===== src/rtl/gpio_port_pkg.sv =====
package gpio_port_pkg;

  localparam int ADDR_W = 8;

  localparam logic [ADDR_W-1:0] OFF_OUT    = 8'h00;
  localparam logic [ADDR_W-1:0] OFF_IN     = 8'h04;
  localparam logic [ADDR_W-1:0] OFF_DIR    = 8'h08;
  localparam logic [ADDR_W-1:0] OFF_POL    = 8'h18;
  localparam logic [ADDR_W-1:0] OFF_BOTH   = 8'h1C;
  localparam logic [ADDR_W-1:0] OFF_CAP    = 8'h20;
  localparam logic [ADDR_W-1:0] OFF_MODE   = 8'h2C;
  localparam logic [ADDR_W-1:0] OFF_ENSET  = 8'h30;
  localparam logic [ADDR_W-1:0] OFF_ENCLR  = 8'h34;
  localparam logic [ADDR_W-1:0] OFF_OUTSET = 8'h40;
  localparam logic [ADDR_W-1:0] OFF_OUTCLR = 8'h44;
  localparam logic [ADDR_W-1:0] OFF_DIRSET = 8'h48;
  localparam logic [ADDR_W-1:0] OFF_DIRCLR = 8'h4C;

  // per-pin sense selection
  typedef struct packed {
    logic level;  // 1: level sensing, 0: edge sensing
    logic neg;    // 1: falling edge / low level
    logic both;   // 1: both edges (edge mode only)
  } sense_t;

  function automatic logic addr_mapped(input logic [ADDR_W-1:0] a);
    case (a)
      OFF_OUT, OFF_IN, OFF_DIR, OFF_POL, OFF_BOTH, OFF_CAP, OFF_MODE,
      OFF_ENSET, OFF_ENCLR, OFF_OUTSET, OFF_OUTCLR, OFF_DIRSET,
      OFF_DIRCLR: addr_mapped = 1'b1;
      default:    addr_mapped = 1'b0;
    endcase
  endfunction

endpackage


===== src/rtl/gpio_in_sync.sv =====
module gpio_in_sync #(
  parameter int W      = 32,
  parameter int STAGES = 2
) (
  input  logic         clk,
  input  logic         rst_n,
  input  logic [W-1:0] din,
  output logic [W-1:0] dout
);
  logic [W-1:0] st_q [STAGES];

  always_ff @(posedge clk or negedge rst_n) begin
    if (!rst_n) begin
      for (int k = 0; k < STAGES; k++) st_q[k] <= '0;
    end else begin
      st_q[0] <= din;
      for (int k = 1; k < STAGES; k++) st_q[k] <= st_q[k-1];
    end
  end

  assign dout = st_q[STAGES-1];
endmodule


===== src/rtl/gpio_evt_detect.sv =====
module gpio_evt_detect
  import gpio_port_pkg::*;
#(
  parameter int W = 32
) (
  input  logic         clk,
  input  logic         rst_n,
  input  logic [W-1:0] sync_vec,
  input  logic [W-1:0] lvl_sel,
  input  logic [W-1:0] neg_sel,
  input  logic [W-1:0] both_sel,
  output logic [W-1:0] evt_vec
);
  logic [W-1:0] prev_q;

  always_ff @(posedge clk or negedge rst_n) begin
    if (!rst_n) prev_q <= '0;
    else        prev_q <= sync_vec;
  end

  for (genvar i = 0; i < W; i++) begin : g_pin
    sense_t sense;
    logic   rise, fall, lvl_hit, edge_hit;

    assign sense    = {lvl_sel[i], neg_sel[i], both_sel[i]};
    assign rise     = sync_vec[i] & ~prev_q[i];
    assign fall     = ~sync_vec[i] & prev_q[i];
    assign lvl_hit  = sense.neg ? ~sync_vec[i] : sync_vec[i];
    assign edge_hit = sense.both ? (rise | fall) : (sense.neg ? fall : rise);
    assign evt_vec[i] = sense.level ? lvl_hit : edge_hit;
  end
endmodule


===== src/rtl/gpio_setclr_reg.sv =====
module gpio_setclr_reg #(
  parameter int W = 32
) (
  input  logic         clk,
  input  logic         rst_n,
  input  logic         wr_en,
  input  logic [W-1:0] wr_data,
  input  logic [W-1:0] set_mask,
  input  logic [W-1:0] clr_mask,
  output logic [W-1:0] q
);
  always_ff @(posedge clk or negedge rst_n) begin
    if (!rst_n)     q <= '0;
    else if (wr_en) q <= wr_data;
    else            q <= (q | set_mask) & ~clr_mask;
  end
endmodule


===== src/rtl/gpio_irq_capture.sv =====
module gpio_irq_capture #(
  parameter int W = 32
) (
  input  logic         clk,
  input  logic         rst_n,
  input  logic [W-1:0] evt_vec,
  input  logic [W-1:0] clr_mask,
  input  logic [W-1:0] en_set,
  input  logic [W-1:0] en_clr,
  output logic [W-1:0] cap_vec,
  output logic [W-1:0] en_vec,
  output logic         irq
);
  // new events win over a clear in the same cycle
  always_ff @(posedge clk or negedge rst_n) begin
    if (!rst_n) cap_vec <= '0;
    else        cap_vec <= (cap_vec & ~clr_mask) | evt_vec;
  end

  gpio_setclr_reg #(.W(W)) u_en (
    .clk      (clk),
    .rst_n    (rst_n),
    .wr_en    (1'b0),
    .wr_data  ('0),
    .set_mask (en_set),
    .clr_mask (en_clr),
    .q        (en_vec)
  );

  assign irq = |(cap_vec & en_vec);
endmodule


===== src/rtl/gpio_irq_port.sv =====
module gpio_irq_port
  import gpio_port_pkg::*;
#(
  parameter int NPINS       = 32,
  parameter int SYNC_STAGES = 2
) (
  input  logic              clk,
  input  logic              rst_n,
  input  logic              reg_we,
  input  logic              reg_re,
  input  logic [ADDR_W-1:0] reg_addr,
  input  logic [NPINS-1:0]  reg_wdata,
  output logic [NPINS-1:0]  reg_rdata,
  input  logic [NPINS-1:0]  pin_in,
  output logic [NPINS-1:0]  pin_out,
  output logic [NPINS-1:0]  pin_oe,
  output logic              irq
);
  localparam logic [NPINS-1:0] ZERO = '0;

  logic [NPINS-1:0] sync_vec, evt_vec, cap_vec, en_vec;
  logic [NPINS-1:0] out_q, dir_q, pol_q, both_q, mode_q;
  logic [NPINS-1:0] rd_mux;

  // write decode
  logic wr_out, wr_dir, wr_pol, wr_both, wr_mode;
  logic wr_cap, wr_enset, wr_enclr, wr_outset, wr_outclr, wr_dirset, wr_dirclr;

  assign wr_out    = reg_we && (reg_addr == OFF_OUT);
  assign wr_dir    = reg_we && (reg_addr == OFF_DIR);
  assign wr_pol    = reg_we && (reg_addr == OFF_POL);
  assign wr_both   = reg_we && (reg_addr == OFF_BOTH);
  assign wr_mode   = reg_we && (reg_addr == OFF_MODE);
  assign wr_cap    = reg_we && (reg_addr == OFF_CAP);
  assign wr_enset  = reg_we && (reg_addr == OFF_ENSET);
  assign wr_enclr  = reg_we && (reg_addr == OFF_ENCLR);
  assign wr_outset = reg_we && (reg_addr == OFF_OUTSET);
  assign wr_outclr = reg_we && (reg_addr == OFF_OUTCLR);
  assign wr_dirset = reg_we && (reg_addr == OFF_DIRSET);
  assign wr_dirclr = reg_we && (reg_addr == OFF_DIRCLR);

  gpio_in_sync #(.W(NPINS), .STAGES(SYNC_STAGES)) u_sync (
    .clk   (clk),
    .rst_n (rst_n),
    .din   (pin_in),
    .dout  (sync_vec)
  );

  gpio_setclr_reg #(.W(NPINS)) u_out (
    .clk      (clk),
    .rst_n    (rst_n),
    .wr_en    (wr_out),
    .wr_data  (reg_wdata),
    .set_mask (wr_outset ? reg_wdata : ZERO),
    .clr_mask (wr_outclr ? reg_wdata : ZERO),
    .q        (out_q)
  );

  gpio_setclr_reg #(.W(NPINS)) u_dir (
    .clk      (clk),
    .rst_n    (rst_n),
    .wr_en    (wr_dir),
    .wr_data  (reg_wdata),
    .set_mask (wr_dirset ? reg_wdata : ZERO),
    .clr_mask (wr_dirclr ? reg_wdata : ZERO),
    .q        (dir_q)
  );

  // sense configuration registers
  always_ff @(posedge clk or negedge rst_n) begin
    if (!rst_n) begin
      pol_q  <= '0;
      both_q <= '0;
      mode_q <= '0;
    end else begin
      if (wr_pol)  pol_q  <= reg_wdata;
      if (wr_both) both_q <= reg_wdata;
      if (wr_mode) mode_q <= reg_wdata;
    end
  end

  gpio_evt_detect #(.W(NPINS)) u_det (
    .clk      (clk),
    .rst_n    (rst_n),
    .sync_vec (sync_vec),
    .lvl_sel  (mode_q),
    .neg_sel  (pol_q),
    .both_sel (both_q),
    .evt_vec  (evt_vec)
  );

  gpio_irq_capture #(.W(NPINS)) u_cap (
    .clk      (clk),
    .rst_n    (rst_n),
    .evt_vec  (evt_vec),
    .clr_mask (wr_cap ? reg_wdata : ZERO),
    .en_set   (wr_enset ? reg_wdata : ZERO),
    .en_clr   (wr_enclr ? reg_wdata : ZERO),
    .cap_vec  (cap_vec),
    .en_vec   (en_vec),
    .irq      (irq)
  );

  // read path
  always_comb begin
    case (reg_addr)
      OFF_OUT, OFF_OUTSET, OFF_OUTCLR: rd_mux = out_q;
      OFF_DIR, OFF_DIRSET, OFF_DIRCLR: rd_mux = dir_q;
      OFF_IN:                          rd_mux = sync_vec;
      OFF_POL:                         rd_mux = pol_q;
      OFF_BOTH:                        rd_mux = both_q;
      OFF_MODE:                        rd_mux = mode_q;
      OFF_CAP:                         rd_mux = cap_vec;
      OFF_ENSET, OFF_ENCLR:            rd_mux = en_vec;
      default:                         rd_mux = ZERO;
    endcase
  end

  always_ff @(posedge clk or negedge rst_n) begin
    if (!rst_n)      reg_rdata <= '0;
    else if (reg_re) reg_rdata <= rd_mux;
  end

  assign pin_out = out_q;
  assign pin_oe  = dir_q;
endmodule


===== config.mk =====
export PLATFORM = sky130hd
export DESIGN_NAME = gpio_irq_port
export DESIGN_NICKNAME = d
export VERILOG_FILES = /design/src/rtl/gpio_port_pkg.sv /design/src/rtl/gpio_in_sync.sv /design/src/rtl/gpio_evt_detect.sv /design/src/rtl/gpio_setclr_reg.sv /design/src/rtl/gpio_irq_capture.sv /design/src/rtl/gpio_irq_port.sv
export SDC_FILE = /design/constraint.sdc
export NUM_CORES = 1
export LEC_CHECK = 0
export CAP_MARGIN = 15
export CORE_MARGIN = 2
export CORE_UTILIZATION = 58
export CTS_BUF_LIST = sky130_fd_sc_hd__clkbuf_16
export CTS_CLUSTER_SIZE = 28
export DETAILED_ROUTE_END_ITERATION = 6
export DONT_BUFFER_PORTS = 1
export PLACE_DENSITY = 0.74
export SYNTH_ARGS = -nofsm -noshare
export SYNTH_HDL_FRONTEND = slang
export SYNTH_SLANG_ARGS = --single-unit

===== constraint.sdc =====
create_clock -name clk -period 1.85 [get_ports clk]
set_clock_uncertainty 0.05 [all_clocks]
set_input_delay 0 -clock clk [delete_from_list [all_inputs] [get_ports clk]]
set_output_delay 0 -clock clk [all_outputs]
set_load 0.02 [all_outputs]

* After elaboration in Yosys (flattened, before gate mapping)
Index checks and enable logic that the tools add are counted.
** Word-level totals
- Flip-flop bits (word level) :: 352
- Word-level logic and storage cells :: 351
- Bits of input ports :: 76
- Output and inout port bits :: 97
** Cells by class
- Bitwise operators :: 173
- Multiplexer cells :: 138
- Equality and inequality tests :: 12
- Reduce and logical (&&, ||, !) cells :: 17
** Operator list (count)
- 32-bit two-way mux :: 9
- 32-bit case mux with 8 select lines :: 1
- 32-bit bitwise AND :: 5
- 1-bit two-way mux :: 128
- 32-bit NOT :: 4
- 32-bit bitwise OR :: 4
- 1-bit bitwise AND :: 64
- 1-bit NOT :: 64
- 8-bit by 6-bit equality test with 1-bit output, second input constant :: 4
- 8-bit by 7-bit equality test with 1-bit output, second input constant :: 4
- 1-bit bitwise OR :: 32
- 32-bit OR reduction :: 1
- 8-bit by 5-bit equality test with 1-bit output, second input constant :: 2
- 1-bit logical AND :: 12
- 8-bit by 3-bit equality test with 1-bit output, second input constant :: 1
- 8-bit by 4-bit equality test with 1-bit output, second input constant :: 1
- 8-bit zero test :: 1
- 3-bit OR reduction :: 2
- 2-bit OR reduction :: 1

* Depth between registers and ports, before layout
Gate-level depths: netlist (run 1).
- Depth in word-level cells :: 6
- Gate-level depth with buffers :: 8
- Depth with buffers taken out :: 6

* Hierarchy
From an unflattened synthesis (run 1), not the netlist that was laid out.
** Second synthesis, totals
- Cell total of the unflattened synthesis :: 1852
- Area, all modules :: 19401.1 um^2
** Modules (own cells, without submodules)
- gpio_irq_port :: cells an instance 881, times used 1, seq. area each 3203.1 um^2, area an instance 8743.4 um^2
- gpio_setclr_reg :: cells an instance 135, times used 3, seq. area each 800.8 um^2, area an instance 1481.4 um^2
- gpio_evt_detect :: cells an instance 352, times used 1, seq. area each 800.8 um^2, area an instance 3042.9 um^2
- gpio_in_sync :: cells an instance 96, times used 1, seq. area each 1601.5 um^2, area an instance 1841.8 um^2
- gpio_irq_capture :: cells an instance 118, times used 1, seq. area each 800.8 um^2, area an instance 1328.8 um^2

* Worst setup path after synthesis (run 1)
Ideal clock, no wire load.
- Path type :: input port to flip-flop
- Start :: input port reg_addr[7]
- End :: register mode_q[10]
- Arrival :: 1.594 ns
- Setup time :: 0.125 ns
- Required time :: 1.675 ns
- Buffers on the path :: 2
- Cell stages on the path :: 5
- Path slack :: 0.082 ns
- Path through :: or4_4 > buf_6 > nor4_4 > buf_6 > mux2_2
** On the way
- Cells in the longest elaborated chain, start to end :: 2
** Ends and longest elaborated chain
- from (decl) :: line gpio_irq_port.sv:11 : input logic [ADDR_W-1:0] reg_addr,
- 8-bit by 6-bit equality test with 1-bit output :: line gpio_irq_port.sv:33 : assign wr_mode = reg_we && (reg_addr == OFF_MODE);
- 1-bit logical AND :: line gpio_irq_port.sv:33
- to (signal assigned) :: line gpio_irq_port.sv:78 : if (wr_mode) mode_q <= reg_wdata;
- to (decl) :: line gpio_irq_port.sv:22 : logic [NPINS-1:0] out_q, dir_q, pol_q, both_q, mode_q;
No other way between the ends.
A chain may end at the register's enable or synchronous reset.

* Final worst setup path (run 1)
- Start :: register u_cap.cap_vec[4]
- End :: output port irq
** On the way
- Cells in the longest elaborated chain, start to end :: 2
** Ends and longest elaborated chain
- from (decl) :: line gpio_irq_capture.sv:10 : output logic [W-1:0] cap_vec,
- from (signal assigned) :: line gpio_irq_capture.sv:17 : else cap_vec <= (cap_vec & ~clr_mask) | evt_vec;
- 32-bit bitwise AND :: line gpio_irq_capture.sv:30 : assign irq = |(cap_vec & en_vec);
- 32-bit OR reduction :: line gpio_irq_capture.sv:30
- to (decl) :: line gpio_irq_port.sv:17 : output logic irq
No other way between the ends.

==> results of run 1 <==
## metrics by stage
stage / power [mW] / TNS [ns]
after global placement: 9.83 / -0.200
final: 18.1 / -0.291
after detailed placement: 9.89 / -0.256
after CTS: 18.1 / -0.278
after floorplan: 9.60 / 0
after global routing: 18.7 / -0.328
## worst max-delay path by stage
| stage | from | endpoint | slack (ns) | cells after the start |
|---|---|---|---|---|
| after floorplan | reg_addr[7] | mode_q[10]$_DFFE_PN0P_ | 0.08 | 5 |
| after global placement | reg_addr[6] | reg_rdata[26]$_DFFE_PN0P_ | -0.11 | 5 |
| after detailed placement | reg_addr[6] | reg_rdata[26]$_DFFE_PN0P_ | -0.16 | 5 |
| after CTS | u_cap.u_en.q[7]$_DFF_PN0_ | irq | -0.28 | 4 |
| after global routing | u_cap.cap_vec[4]$_DFF_PN0_ | irq | -0.33 | 4 |
| final | u_cap.cap_vec[4]$_DFF_PN0_ | irq | -0.29 | 4 |
## registers in the layout, summed over array words and instances (netlist names)
| name | count |
|---|---|
| both_q | 32 |
| u_sync.dout | 32 |
| mode_q | 32 |
| u_cap.u_en.q | 32 |
| u_cap.cap_vec | 32 |
| pol_q | 32 |
| u_dir.q | 32 |
| u_sync.st_q | 32 |
| reg_rdata | 32 |
| u_det.prev_q | 32 |
| u_out.q | 32 |
## placed cells by master (no fill, tap or decap), types with 15 or more instances in the layout
cell type and instances:
mux2_4 30, inv_1 76, a221oi_1 15, nor2b_1 36
dlygate4sd3_1 136, a22oi_1 24, xor2_1 32, buf_12 19
a221o_1 32, a311oi_1 17, mux2i_1 97, nand3b_1 22
nor2_1 48, ha_1 64, a21oi_1 64, nor3_1 46
nand2_1 38, mux2_2 64, buf_4 53, dfrtp_1 351
clkbuf_16 41, a211oi_1 87, a22o_1 87
## where the power goes
part | internal, mW | switching, mW
Sequential | 8.08 | 0.632
Clock | 4.71 | 3.16
Combinational | 0.778 | 0.731
## worst register-to-register path, cell delays in order, from the launching register on
cell	delay, ns
dfrtp_1	0.43
mux2i_1	0.14
nor3_1	0.06
a2111oi_1	0.72
buf_4	0.23
a211oi_1	0.06
## final cells by class
type | count | area share [%]
tap | 390 | 2.35
clock inverter | 32 | 1.31
timing repair buffer | 209 | 10.4
multi-input combinational | 918 | 37.2
inverter | 66 | 1.19
antenna | 3 | 0.0362
sequential | 352 | 42.5
clock buffer | 41 | 4.95
## metal layers
layer	GRT usage, %	wire length (µm)
met1	45.7	20700
met5	0	5
met4	16.3	2570
met3	11.1	6530
met2	50.7	23500
## timing repair
| item | 4_1_cts | 5_1_grt |
|---|---|---|
| pin swaps | 3 | 0 |
| endpoints found under the hold margin | 640 | 352 |
| setup buffers | 3 | 0 |
| gates resized for setup | 4 | 3 |
| endpoints found under the setup margin | 2 | 4 |
## cells by family (layout without fill, tap and decap cells)
family / Yosys count / in the layout
flip-flops: 352 / 352
AO/OA/AOI/OAI: 383 / 383
multiplexers: 193 / 193
adder cells (fa/ha/maj): 64 / 64
XOR/XNOR: 33 / 33
AND/OR/NAND/NOR: 245 / 245
buffers and inverters: 192 / 348
other: 0 / 3
==> flow_summary.yaml, run 1 <==
status:
  status: "finished, violations left"
  violations: "design-rule violations, negative hold slack, negative setup slack"
yosys:
  synth_cell_types: 50
  synth.most_common_cell: "dfrtp_1"
  muxShareOfSynthArea_pct: 12.5
  synthXorXnorAreaFrac_pct: 1.67
  synth_compound_area_share_pct: 17.3
  synth.avg_cell_area_um2: 11.8
  seq_area_frac_synth_pct: 50.9
  ys_ff_latch: 352
  synth_fa_ha_area_share_pct: 4.62
  synth_top_area_cell: "dfrtp_1"
  netlist.area_leader.share_pct: 50.9
  ys.flop_type: "dfrtp_1"
  yosys.area_share.simple_pct: 7.97
  synth_nets: 1602
  syn_inst: 1462
  synth_top_cells_by_area: "dfrtp_1 51%, mux2i_1 5.6%, ha_1 4.6%, a22o_1 4.4%, mux2_2 4.2%"
  synth_edf_count: 0
  async_flop_share_pct: 100
  ys_warn_count: 0
  synth_common_cells: "352 x dfrtp_1, 97 x mux2i_1, 87 x a211oi_1, 87 x a22o_1, 66 x inv_1"
  syn_area_um2: 17300
  synth_top_family_by_area: "compound AO/OA/AOI/OAI gates"
sta:
  worstMarginPinSlew_ns: 0.829
  holdWs_ns: -0.896
  rsz0062_at_grt: "true"
  hold_violations: 352
  relSlewSlack_pct: 44.7
  setup_viol: 1
  min_period_ns: 2.14
  period_share_pct: 116
  setup_slack_ns: -0.291
  final_max_slew_viol_count: 0
  max_clock_freq_ghz: 0.467
floorplanning:
  initial_core_util_pct: 58.7
  num_rows: 63
  die_x_um: 177
  die_height_um: 177
  core_um2: 29500
  die-area_um2: 31300
  ios: 173
place:
  place_ws_ns: -0.158
  place.gp.congestion: 0.889
  port_buffers: 0
  dpl.hpwl_mm: 31.9
  placed_cells: 1794
  place_area_um2: 18000
worst_hold_path:
  min_path_type: "in2async"
clocking:
  clkSinkCount: 352
  path_clk_slew_ns: 0.06
  cts_max_level: 2
  insertion_delay_ns: 0.54
  cts_root_buf: "clkbuf_16"
  clk_path_buf_depth: 3
  cts_tree: "yes"
  hold_buffers: 139
  numCtsBuffers: 40
setup_path:
  cp-start-kind: "register"
  r2r-end: "reg_rdata[26]$_DFFE_PN0P_"
  crit_chain: "a22o_1, a221oi_2, nand3_1, or4_4"
  timing.rr.start: "pol_q[26]$_DFFE_PN0P_"
  worstRegToRegCells: 5
  crit_slowest_cell: "or4_4"
  cp-end-kind: "primary output"
  cp.arrival_ns: 2.09
  slowest_delay_ns: 0.50
  critPathTopFamily: "simple AND/OR/NAND/NOR gates"
  worstPathMaxFanout: 3
  critPathRequiredTime_ns: 1.80
  crit_type: "reg2out"
  reg2reg_slack_ns: 0.03
  worst-path-buf-inv: 0
final_layout:
  nets: 1727
  layout-drive-gt1-share_pct: 15.0
  nFillCells: 2067
  final_util_pct: 70.3
  register_area_um2: 8810
  multiInputGateArea_um2: 7720
  fin_cells: 2011
  finish.instance_area_um2: 20700
  areaGrowthSynthToFinish_pct: 19.8
power:
  max-vdd-ir-drop_v: 0.000717
  power_leakage_nw: 9.53
  power_density_nw_per_um2: 872
run:
  drv_cap: 0
global_routing:
  grt_max_degree: 353
  grt-ovfl-total: 0
  antenna_found_initial: 4
  track_usage_pct: 34.3
  grt_pass1_vias: 13800
  grt_pass1_wl_mm: 81.5
detailed_routing:
  via_per_inst: 6.74
  ant_nets: 0
  drt-total-wl_mm: 53.3
  dr.pass1.iters: 7
  post_drt_wl_per_cell_um: 26.5
  drc: 11
  dr.first_iter.drc_count: 1541
  vias: 13600
(Power assumes the default switching activity.)
==> inputs of run 2 (changes only) <==
--- a/config.mk
+++ b/config.mk
@@ -6,13 +6,13 @@
 export NUM_CORES = 1
 export LEC_CHECK = 0
 export CAP_MARGIN = 15
-export CORE_MARGIN = 2
 export CORE_UTILIZATION = 58
 export CTS_BUF_LIST = sky130_fd_sc_hd__clkbuf_16
 export CTS_CLUSTER_SIZE = 28
 export DETAILED_ROUTE_END_ITERATION = 6
 export DONT_BUFFER_PORTS = 1
 export PLACE_DENSITY = 0.74
+export RECOVER_POWER = 25
 export SYNTH_ARGS = -nofsm -noshare
 export SYNTH_HDL_FRONTEND = slang
 export SYNTH_SLANG_ARGS = --single-unit
==> run 2 against run 1 <==
- the run still ends with design-rule violations, negative hold slack, negative setup slack left
- flip-flop and latch count stayed put
- die area decreased by 2.2%
- sequential power hardly changed
- clock power down 7.8%
- critical endpoint unchanged
==> flow_summary.yaml, run 2 (synthesis gave the netlist of run 1 again) <==
place:
  place_ws_ns: 0.00462
  placed_cells: 1789
  dpl.hpwl_mm: 32.6
  place.gp.congestion: 0.876
  port_buffers: 0
power:
  max-vdd-ir-drop_v: 0.000790
  power_density_nw_per_um2: 848
  power_leakage_nw: 9.45
sta:
  min_period_ns: 2.17
  worstMarginPinSlew_ns: 1.28
  final_max_slew_viol_count: 0
  setup_tns_ns: -0.320
  rsz0062_at_grt: "true"
  holdWs_ns: -0.858
  relSlewSlack_pct: 14.4
  setup_slack_ns: -0.320
  setup_viol: 1
  period_share_pct: 117
  max_clock_freq_ghz: 0.461
  hold_violations: 352
final_layout:
  mostFrequentLayoutCells: "350 x dfrtp_1, 135 x dlygate4sd3_1, 97 x mux2i_1, 87 x a211oi_1, 87 x a22o_1"
  final_common_cell: "dfrtp_1"
  areaGrowthSynthToFinish_pct: 18.9
  fin_cells: 2002
  nets: 1727
  layout-drive-gt1-share_pct: 15.2
clocking:
  insertion_delay_ns: 0.52
  cts_max_level: 2
  hold_buffers: 137
  cts_tree: "yes"
  clk_path_buf_depth: 3
  numCtsBuffers: 39
  cts_root_buf: "clkbuf_16"
  clkSinkCount: 352
  path_clk_slew_ns: 0.06
detailed_routing:
  drc: 3
  drt-total-wl_mm: 53.6
  dr.first_iter.drc_count: 1660
  ant_nets: 0
  vias: 13600
  via_per_inst: 6.80
  post_drt_wl_per_cell_um: 26.8
  dr.pass1.iters: 7
floorplanning:
  die_height_um: 175
  ios: 173
  initial_core_util_pct: 59.7
  die_x_um: 175
  core_um2: 29000
  num_rows: 62
  die-area_um2: 30600
setup_path:
  cp-end-kind: "primary output"
  r2r-end: "reg_rdata[11]$_DFFE_PN0P_"
  reg2reg_slack_ns: 0.08
  cp.arrival_ns: 2.12
  worstPathMaxFanout: 3
  crit_type: "reg2out"
  worstRegToRegCells: 4
  critPathRequiredTime_ns: 1.80
  cp-start-kind: "register"
  timing.rr.start: "u_sync.dout[11]$_DFF_PN0_"
global_routing:
  grt-ovfl-total: 0
  antenna_found_initial: 1
  grt_pass1_wl_mm: 82.2
  grt_max_degree: 353
  track_usage_pct: 35.3
  grt_pass1_vias: 13900
status:
  status: "finished, violations left"
  violations: "design-rule violations, negative hold slack, negative setup slack"
worst_hold_path:
  min_path_type: "in2async"
run:
  drv_cap: 0
run 2: worst max-delay path by stage:
stage | start | to | depth (start not counted)
floorplan | reg_addr[7] | mode_q[10]$_DFFE_PN0P_ | 5
global placement | u_cap.cap_vec[29]$_DFF_PN0_ | irq | 4
detailed placement | reg_addr[5] | pol_q[4]$_DFFE_PN0P_ | 4
CTS | u_cap.u_en.q[29]$_DFF_PN0_ | irq | 4
global route | u_cap.u_en.q[31]$_DFF_PN0_ | irq | 4
finish | u_cap.u_en.q[7]$_DFF_PN0_ | irq | 4
run 2: area by class of cell:
cell class                 instances  area (µm²)
tap                              384         480
timing repair buffer             210        2150
clock buffer                      41        1030
sequential                       352        8810
antenna                            1        2.50
multi-input combinational        918        7720
inverter                          66         248
clock inverter                    30         159
fill                            2037        8420
run 2: stage by stage:
step / util (%) / hold WS [ns] / power (mW) / area, µm²
floorplan: - / -0.346 / 9.60 / 17300
global placement: 61.8 / -0.335 / 9.82 / 17900
detailed placement: 61.8 / -0.335 / 9.89 / 17900
CTS: 70.8 / -0.884 / 17.5 / 20500
global route: 71.0 / -0.875 / 18.0 / 20600
finish: 71.0 / -0.858 / 17.5 / 20600
run 2: per-layer routing:
layer | up-vias | track usage [%] | wire length, µm
li1 | 5734 | - | -
met1 | 6884 | 46.7 | 20800
met2 | 819 | 54.4 | 24600
met3 | 171 | 9.31 | 5750
met4 | 0 | 16.4 | 2400
met5 | - | 0 | 0
run 2: what timing repair did:
| item | 4_1_cts | 5_1_grt |
|---|---|---|
| setup buffers | 3 | 0 |
| endpoints found under the setup margin | 1 | 35 |
| cloned | 0 | 1 |
| gates resized for setup | 2 | 14 |
| endpoints found under the hold margin | 640 | 352 |
| pin swaps | 3 | 3 |
run 2: where the power goes:
part / switching, mW / internal [mW]
Clock: 3.12 / 4.13
Sequential: 0.628 / 8.08
Combinational: 0.726 / 0.773
run 2: worst max-delay path, stage by stage, from the launching register on:
cell      delay, ns
dfrtp_1        0.40
a22o_1         0.31
a221oi_2       0.19
nand3_1        0.11
or4_4          0.60
